`src/rtl/lease_pkg.sv`:
```
package lease_pkg;

  typedef struct packed {
    logic [31:0] sec;
    logic [31:0] frac;
  } leaseTime_t;

  typedef enum logic [1:0] {
    ST_IDLE   = 2'd0,
    ST_VISIT  = 2'd1,
    ST_EMIT   = 2'd2,
    ST_UNLINK = 2'd3
  } ctrlState_t;

  // strobes from control to datapath
  typedef struct packed {
    logic doAdd;
    logic scanStart;
    logic stepNext;
    logic unlink;
    logic scanEnd;
  } dpCmd_t;

  // conditions from datapath to control
  typedef struct packed {
    logic scanDue;
    logic curNil;
    logic curExpired;
  } dpStat_t;

  function automatic logic timeGe(input leaseTime_t a, input leaseTime_t b);
    return {a.sec, a.frac} >= {b.sec, b.frac};
  endfunction

  function automatic leaseTime_t timeAdd(input leaseTime_t a, input leaseTime_t b);
    leaseTime_t r;
    logic [32:0] f;
    f      = {1'b0, a.frac} + {1'b0, b.frac};
    r.frac = f[31:0];
    r.sec  = a.sec + b.sec + {31'd0, f[32]};
    return r;
  endfunction

  function automatic leaseTime_t timeMin(input leaseTime_t a, input leaseTime_t b);
    return timeGe(a, b) ? b : a;
  endfunction

endpackage

```
`src/rtl/lease_ctrl.sv`:
```
module lease_ctrl
  import lease_pkg::*;
#(
  parameter int FRAME_WORDS = 3,
  localparam int WIDX = $clog2(FRAME_WORDS)
) (
  input  logic            clk,
  input  logic            rst_n,
  input  dpStat_t         stat,
  input  logic            addEmpty,
  input  logic            anyFull,
  output dpCmd_t          cmd,
  output logic            addRd,
  output logic            wrNow,
  output logic [WIDX-1:0] wordIdx,
  output logic            lastWord,
  output logic            idle
);

  localparam logic [WIDX-1:0] LAST_IDX = WIDX'(FRAME_WORDS - 1);

  ctrlState_t state, stateNext;

  always_comb begin
    stateNext = state;
    cmd       = '0;
    addRd     = 1'b0;
    wrNow     = 1'b0;
    case (state)
      ST_IDLE: begin
        if (stat.scanDue) begin
          cmd.scanStart = 1'b1;
          stateNext     = ST_VISIT;
        end else if (!addEmpty) begin
          addRd     = 1'b1;
          cmd.doAdd = 1'b1;
        end
      end
      ST_VISIT: begin
        if (stat.curNil) begin
          cmd.scanEnd = 1'b1;
          stateNext   = ST_IDLE;
        end else if (stat.curExpired) begin
          stateNext = ST_EMIT;
        end else begin
          cmd.stepNext = 1'b1;
        end
      end
      ST_EMIT: begin
        if (!anyFull) begin
          wrNow = 1'b1;
          if (wordIdx == LAST_IDX) stateNext = ST_UNLINK;
        end
      end
      ST_UNLINK: begin
        cmd.unlink = 1'b1;
        stateNext  = ST_VISIT;
      end
      default: stateNext = ST_IDLE;
    endcase
  end

  always_ff @(posedge clk) begin
    if (!rst_n) begin
      state   <= ST_IDLE;
      wordIdx <= '0;
    end else begin
      state <= stateNext;
      if (wrNow) wordIdx <= (wordIdx == LAST_IDX) ? '0 : wordIdx + 1'b1;
    end
  end

  assign lastWord = wrNow && (wordIdx == LAST_IDX);
  assign idle     = (state == ST_IDLE) && !stat.scanDue && !addRd;

endmodule

```
`src/rtl/lease_datapath.sv`:
```
module lease_datapath
  import lease_pkg::*;
#(
  parameter int          MAX_PEERS         = 3,
  parameter int          ID_W              = 64,
  parameter int          FRAME_WORDS       = 3,
  parameter int          DEFAULT_LEASE_SEC = 100,
  parameter logic [31:0] UNMATCH_TAG       = 32'hE0F0_0001,
  localparam int         PTR_W             = $clog2(MAX_PEERS + 1),
  localparam int         WIDX              = $clog2(FRAME_WORDS)
) (
  input  logic            clk,
  input  logic            rst_n,
  input  dpCmd_t          cmd,
  input  leaseTime_t      now,
  input  logic [ID_W-1:0] addId,
  input  logic            addHasLease,
  input  leaseTime_t      addLease,
  input  logic [WIDX-1:0] wordIdx,
  output dpStat_t         stat,
  output logic [31:0]     outData
);

  // slot index MAX_PEERS is the list terminator; its storage is never linked
  localparam logic [PTR_W-1:0] NIL = PTR_W'(MAX_PEERS);
  localparam leaseTime_t DEFAULT_LEASE = '{sec: 32'(DEFAULT_LEASE_SEC), frac: 32'd0};

  logic [ID_W-1:0]  idMem  [MAX_PEERS+1];
  leaseTime_t       dlMem  [MAX_PEERS+1];
  logic [PTR_W-1:0] nxtMem [MAX_PEERS+1];

  logic [PTR_W-1:0] headPtr, freePtr, curPtr, prevPtr;
  leaseTime_t       checkTime, minAcc;

  leaseTime_t leaseSel, newDl, curDl;
  logic [ID_W-1:0] curId;
  logic [PTR_W-1:0] curNext;

  assign leaseSel = addHasLease ? addLease : DEFAULT_LEASE;
  assign newDl    = timeAdd(now, leaseSel);
  assign curDl    = dlMem[curPtr];
  assign curId    = idMem[curPtr];
  assign curNext  = nxtMem[curPtr];

  assign stat.scanDue    = timeGe(now, checkTime);
  assign stat.curNil     = (curPtr == NIL);
  assign stat.curExpired = timeGe(now, curDl);

  always_ff @(posedge clk) begin
    if (!rst_n) begin
      for (int i = 0; i <= MAX_PEERS; i++) begin
        idMem[i]  <= '0;
        dlMem[i]  <= '0;
        nxtMem[i] <= (i + 1 >= MAX_PEERS) ? NIL : PTR_W'(i + 1);
      end
      headPtr   <= NIL;
      freePtr   <= '0;
      curPtr    <= NIL;
      prevPtr   <= NIL;
      checkTime <= '1;
      minAcc    <= '1;
    end else begin
      if (cmd.doAdd && freePtr != NIL) begin
        idMem[freePtr]  <= addId;
        dlMem[freePtr]  <= newDl;
        nxtMem[freePtr] <= headPtr;
        headPtr         <= freePtr;
        freePtr         <= nxtMem[freePtr];
        checkTime       <= timeMin(checkTime, newDl);
      end
      if (cmd.scanStart) begin
        curPtr  <= headPtr;
        prevPtr <= NIL;
        minAcc  <= '1;
      end
      if (cmd.stepNext) begin
        minAcc  <= timeMin(minAcc, curDl);
        prevPtr <= curPtr;
        curPtr  <= curNext;
      end
      if (cmd.unlink) begin
        if (prevPtr == NIL) headPtr <= curNext;
        else                nxtMem[prevPtr] <= curNext;
        nxtMem[curPtr] <= freePtr;
        freePtr        <= curPtr;
        curPtr         <= curNext;
      end
      if (cmd.scanEnd) checkTime <= minAcc;
    end
  end

  logic [31:0] frameWord [FRAME_WORDS];
  assign frameWord[0] = UNMATCH_TAG;
  for (genvar g = 1; g < FRAME_WORDS; g++) begin : g_idWord
    assign frameWord[g] = curId[ID_W-32*(g-1)-1 -: 32];
  end
  assign outData = frameWord[wordIdx];

endmodule

```
`src/rtl/lease_table.sv`:
```
module lease_table
  import lease_pkg::*;
#(
  parameter int          MAX_PEERS         = 3,
  parameter int          ID_W              = 64,
  parameter int          NUM_OUT           = 4,
  parameter int          DEFAULT_LEASE_SEC = 100,
  parameter logic [31:0] UNMATCH_TAG       = 32'hE0F0_0001,
  localparam int         FRAME_WORDS       = 1 + ID_W / 32,
  localparam int         WIDX              = $clog2(FRAME_WORDS)
) (
  input  logic               clk,
  input  logic               rst_n,
  input  logic [31:0]        nowSec,
  input  logic [31:0]        nowFrac,
  input  logic               addEmpty,
  output logic               addRd,
  input  logic [ID_W-1:0]    addId,
  input  logic               addHasLease,
  input  logic [31:0]        addLeaseSec,
  input  logic [31:0]        addLeaseFrac,
  output logic [NUM_OUT-1:0] outWr,
  input  logic [NUM_OUT-1:0] outFull,
  output logic [31:0]        outData,
  output logic               outLast,
  output logic               idle
);

  dpCmd_t          cmd;
  dpStat_t         stat;
  logic            wrNow;
  logic [WIDX-1:0] wordIdx;

  lease_ctrl #(.FRAME_WORDS(FRAME_WORDS)) u_ctrl (
    .clk(clk), .rst_n(rst_n), .stat(stat), .addEmpty(addEmpty),
    .anyFull(|outFull), .cmd(cmd), .addRd(addRd), .wrNow(wrNow),
    .wordIdx(wordIdx), .lastWord(outLast), .idle(idle)
  );

  lease_datapath #(
    .MAX_PEERS(MAX_PEERS), .ID_W(ID_W), .FRAME_WORDS(FRAME_WORDS),
    .DEFAULT_LEASE_SEC(DEFAULT_LEASE_SEC), .UNMATCH_TAG(UNMATCH_TAG)
  ) u_dp (
    .clk(clk), .rst_n(rst_n), .cmd(cmd),
    .now('{sec: nowSec, frac: nowFrac}),
    .addId(addId), .addHasLease(addHasLease),
    .addLease('{sec: addLeaseSec, frac: addLeaseFrac}),
    .wordIdx(wordIdx), .stat(stat), .outData(outData)
  );

  assign outWr = {NUM_OUT{wrNow}};

endmodule

```
`config.mk`:
```
export PLATFORM = sky130hd
export DESIGN_NAME = lease_table
export DESIGN_NICKNAME = d
export VERILOG_FILES = /design/src/rtl/lease_pkg.sv /design/src/rtl/lease_ctrl.sv /design/src/rtl/lease_datapath.sv /design/src/rtl/lease_table.sv
export SDC_FILE = /design/constraint.sdc
export NUM_CORES = 2
export LEC_CHECK = 0
export ABC_AREA = 1
export BUFFER_PORTS_ARGS = -buffer_cell sky130_fd_sc_hd__buf_2
export CAP_MARGIN = 25
export CORE_MARGIN = 2
export CORE_UTILIZATION = 35
export DETAILED_ROUTE_END_ITERATION = 10
export PLACE_DENSITY = 0.52
export SYNTH_ARGS = -nofsm -noshare
export SYNTH_HDL_FRONTEND = slang
export SYNTH_HIERARCHICAL = 1
export SYNTH_SLANG_ARGS = --single-unit
```
`constraint.sdc`:
```
create_clock -name clk -period 16.6 [get_ports clk]
set_input_delay 0 -clock clk [delete_from_list [all_inputs] [get_ports clk]]
set_output_delay 0 -clock clk [all_outputs]
set_load 0.1 [all_outputs]
```
# Word level (Yosys, flattened, before mapping)
# Memory sizes are Yosys's and may differ from the RTL's. A register that Yosys moved wholly into a read port is not among the register bits.
# Index checks and enable logic that the tools add are counted.
dict set report op_classes {
  add_sub_neg 4
  magnitude_cmp 5
  eq_ne 12
  n_mux 74
  bitwise_logic 1
  reduce_logical 21
}
# cell count
set op_table {}
lappend op_table {{$mux W64} 9}
lappend op_table {{$ge A64 B64 Y1} 4}
lappend op_table {{$reduce_or A64 Y1} 2}
lappend op_table {{$mux W2} 33}
lappend op_table {{$bmux W32 S2} 1}
lappend op_table {{$mux W32} 2}
lappend op_table {{$add A32 B32 Y33} 1}
lappend op_table {{$add A32 B1 Y32} 1}
lappend op_table {{$add A32 B32 Y32} 1}
lappend op_table {{$mux W1} 28}
lappend op_table {{$eq A2 B2 Y1 const B} 5}
lappend op_table {{$pmux W2 S4} 1}
lappend op_table {{$reduce_bool A2 Y1} 4}
lappend op_table {{$ne A2 B1 Y1 const B} 3}
lappend op_table {{$reduce_or A2 Y1} 3}
lappend op_table {{$logic_and A1 B1 Y1} 4}
lappend op_table {{$ne A2 B2 Y1 const B} 2}
lappend op_table {{$reduce_and A2 Y1} 2}
lappend op_table {{$reduce_and A4 Y1} 1}
lappend op_table {{$reduce_or A4 Y1} 1}
lappend op_table {{$ge A3 B3 Y1 const B} 1}
lappend op_table {{$ne A3 B3 Y1 const B} 1}
lappend op_table {{$not A2 Y3} 1}
lappend op_table {{$reduce_bool A3 Y1} 1}
lappend op_table {{other kinds (4)} 5}
dict set report word_totals {
  register_bits 140
  ram_bits 520
  inputBits 200
  output_inout_bits 39
  elab_cells 130
  mem_count 3
}
# memory words word_bits rd rd_clocked_by_memory_dff wr line
set memory_table {}
lappend memory_table {u_dp.dlMem 4 64 1 1 4 lease_datapath.sv:29} ;# leaseTime_t dlMem [MAX_PEERS+1];
lappend memory_table {u_dp.idMem 4 64 1 1 4 lease_datapath.sv:28} ;# logic [ID_W-1:0] idMem [MAX_PEERS+1];
lappend memory_table {u_dp.nxtMem 4 2 2 2 4 lease_datapath.sv:30} ;# logic [PTR_W-1:0] nxtMem [MAX_PEERS+1];

# Longest topological paths before layout
dict set report depth {
  ltp_word 10
  ltp_mapped 41
  ltp_nobuf 38
}

# Hierarchy
# The synthesis kept the hierarchy.
# module instances cells_each area_per_inst_um2 seq_area_each_um2
set modules_own_cells {}
lappend modules_own_cells {lease_datapath 1 4844 40886.7 18417.7}
lappend modules_own_cells {lease_ctrl 1 56 340.3 80.1}
lappend modules_own_cells {lease_table 1 7 41.3 0.0}

# Least setup slack after synthesis
# Ideal clock, no wire load.
dict set report synth_path {
  path_kind {reg-to-reg}
  start {register u_dp/checkTime[1] (netlist name)}
  end {memory u_dp/dlMem[1][0] (netlist name) (enable)}
  setup_ns 0.492
  arrival_time_ns 6.765
  required_ns 16.108
  slack_ns 9.344
  path_stages_with_launch 25
  n_path_buf 3
  period_less_slack_ns 7.256
  cell_sequence {dfxtp_1 > inv_1 > ha_1 > inv_1 > nor2_1 > o211ai_1 > a21oi_1 > o21ai_0 > nand2_1 > nand2_1 > nand2_1 > nand2_1 > nand3_1 > nor2_1 > inv_1 > nor2_1 > buf_4 > nand2_1 > nor2_1 > inv_2 > nor2_1 > nand2_1 > buf_2 > buf_2 > nand2_1}
}
# item line
set synth_rtl {}
lappend synth_rtl {{from (decl)} lease_datapath.sv:33} ;# leaseTime_t checkTime, minAcc;
lappend synth_rtl {{from (signal assigned)} lease_datapath.sv:69} ;# checkTime <= timeMin(checkTime, newDl);
lappend synth_rtl {{from (signal assigned)} lease_datapath.sv:88} ;# if (cmd.scanEnd) checkTime <= minAcc;
lappend synth_rtl {{to (decl)} lease_datapath.sv:29}

==> impl_metrics.toml <==
[outcome]
status = "finished, final reports clean"

[cells_and_area]
layout_commonest_cell = "nand2_1"
final_cell_mix = "nand2_1 (1205), nor2_1 (706), edfxtp_1 (520)"
finalNonFillerCells = 6668
final_util_pct = 40.0
drive_above_1_share_pct = 12.8
syn2layout_area_growth_pct = 12.9
fin_nets = 5609

[power]
ir_drop_mv = 0.182
p_leak_nw = 21.1
power.density_mw_per_mm2 = 158

[logic_synthesis]
yosysUniqueCellTypes = 58
yosysWarningCount = 6
synth-seq-area-share_pct = 44.8
syn-cell-area_mm2 = 0.0413
synth_enable_flop_cells = 520
ys_ff_latch = 664
avgSynthCellArea_um2 = 8.41
netlist.area_leader.share_pct = 37.8
syn_inst = 4907
syn-num-nets = 5433
synthFlopType = "edfxtp_1"
synthArstFlopShare_pct = 0
yosysTopAreaCell = "edfxtp_1"
synthTopCellsByArea = "edfxtp_1 (38%), nand2_1 (11%), ha_1 (9.8%)"

[timing]
setup-tns-final_ns = 0
worst_pin_slew_ns = 1.08
max_freq_mhz = 132
post-route-period-util_pct = 45.6
post-route-min-period_ns = 7.57
hold_viol = 0
rsz0062_at_grt = "false"
setup_violations = 0
drv_slew = 0
relSlewSlack_pct = 27.8
fin_worst_skew_ns = 0.0325

[flow_run]
drv_cap = 0

[grt]
antenna_found_initial = 3
grt-ovfl-total = 0
grt_max_degree = 155
grt_pass1_vias = 33418
grt_util_all_layers_pct = 22.4
grt_first_pass_wirelength_um = 207000

[clock_network]
insertion_delay_ns = 0.64
clk_pin_slew_ns = 0.06
cts_buffer_depth = 3
cts_resized = 0
post-cts-setup-buffers = 0
htree_levels = 3
cts_tree = "yes"
cts.root.buffer_cell = "clkbuf_16"
cts_hold_buf = 69
clock_sinks = 664
cts_buffers = 75

[critical_path]
rrSetupSlack_ns = 9.03
crit_type = "flip-flop to flip-flop"
worstSetupStartpointType = "flip-flop"
cp.arrival_ns = 8.05
cp.required_ns = 17.09
worstSetupEndpointType = "flip-flop"
cp_max_fo = 110
r2r_cells = 22

[floorplanning]
start_util_pct = 35.4
die-width_um = 347
core_mm2 = 0.117
dieArea_mm2 = 0.121
std_cell_rows = 125
ios = 239
die_h_um = 347

[drt]
ant_nets = 0
drt_wl_total_um = 138000
drtIter0Drc = 2453
vias = 34528
drt-pass1-iter-count = 5
vias_per_cell = 5.18
wl_per_cell_um = 20.6
drc_errors = 0

[place]
dp.cells = 6459
portBuffers = 238
gp_congestion = 0.894
dp_hpwl_um = 92100

[min_path]
min_path_type = "primary input to flip-flop"
min_path_cells = 5
min_from = "nowSec[2]"
## layout make-up
class                   instances  area, um^2
flip-flops and latches        664       18500
fillers                     11944       69900
repair buffers                348        2280
clock buffers                  98        2010
multi-input cells            3544       19800
clock inverters                39         379
diodes                          1        2.50
inverters                     450        1720
well taps                    1524        1910
## through the flow
stage | setup slack, ns | hold WS, ns | total power (W) | cell area [um^2]
floorplan | 9.34 | 0.121 | 0.00480 | 41300
global placement | 9.16 | 0.350 | 0.00566 | 43400
detailed placement | 9.07 | 0.354 | 0.00571 | 43500
CTS | 9.08 | 0.0263 | 0.00738 | 46500
global route | 8.45 | 0.0912 | 0.00788 | 46600
finish | 9.03 | 0.0546 | 0.00736 | 46600
## cell usage after synthesis (13+ instances only)
library cell / instances
nor3_1: 106
nand4_1: 39
ha_1: 323
buf_1: 26
nand2_1: 1212
buf_12: 13
nand3_2: 212
nor2_1: 706
clkbuf_1: 118
xnor2_1: 17
a32o_1: 63
edfxtp_1: 520
buf_2: 72
o21ai_0: 187
nand3_1: 205
inv_1: 442
buf_4: 14
a21oi_1: 297
dfxtp_1: 144
o22ai_1: 49
## flip-flops by register name, indices dropped and copies added, names as in the netlist, named ones only
register,count
u_dp/nxtMem,8
u_dp/freePtr,2
u_dp/idMem,256
u_dp/headPtr,2
u_dp/checkTime,64
u_ctrl/state,2
u_ctrl/wordIdx,2
u_dp/minAcc,64
u_dp/curPtr,2
u_dp/prevPtr,2
u_dp/dlMem,256
## metal layers
layer  global-route usage (%)  share of wire (%)  up-vias
met4                     7.54                3.2        4
met1                     30.1                 45    16516
met2                     36.9                 46      904
li1                         -                  -    16893
met3                     2.99                4.9      211
met5                        0              0.014        -
## cells by family (layout without fill, tap and decap cells)
| group | count (synthesis) | after routing | share of synthesized area, % |
|---|---|---|---|
| fa+ha+maj | 326 | 326 | 9.94 |
| compound gates | 663 | 663 | 9.38 |
| simple gates | 2526 | 2526 | 27.8 |
| flops | 664 | 664 | 44.8 |
| buf+inv | 699 | 935 | 7.32 |
| xor+xnor | 29 | 29 | 0.725 |
| other cells | 0 | 1 | 0 |
## critical path, stage by stage, from the launching register on
cell,delay [ns]
dfxtp_4,0.51
inv_8,0.50
buf_4,0.82
nand2_1,0.10
a32o_1,0.31
ha_1,0.31
inv_1,0.06
nor2_1,0.04
o211ai_1,0.16
a21oi_1,0.10
o21ai_0,0.27
a21boi_0,0.24
o21ai_0,0.24
nand3_1,0.10
nor2_1,0.14
nand2_1,0.10
inv_2,0.79
buf_4,0.52
inv_1,0.15
nand2_4,0.55
nand2_4,0.72
nand2_1,0.27
nand3_2,0.08
## worst paths after layout
path / to
worst max-delay path: u_dp/minAcc[61]
worst max register to register: u_dp/minAcc[61]
worst min-delay path: u_dp/checkTime[34]
worst min register to register: u_dp/checkTime[63]
## power by group
group          internal (W)  switching, W
Clock              0.000928      0.000712
Combinational       0.00109       0.00226
Sequential          0.00216      0.000212
No activity file was read; power rests on OpenSTA's default activity.
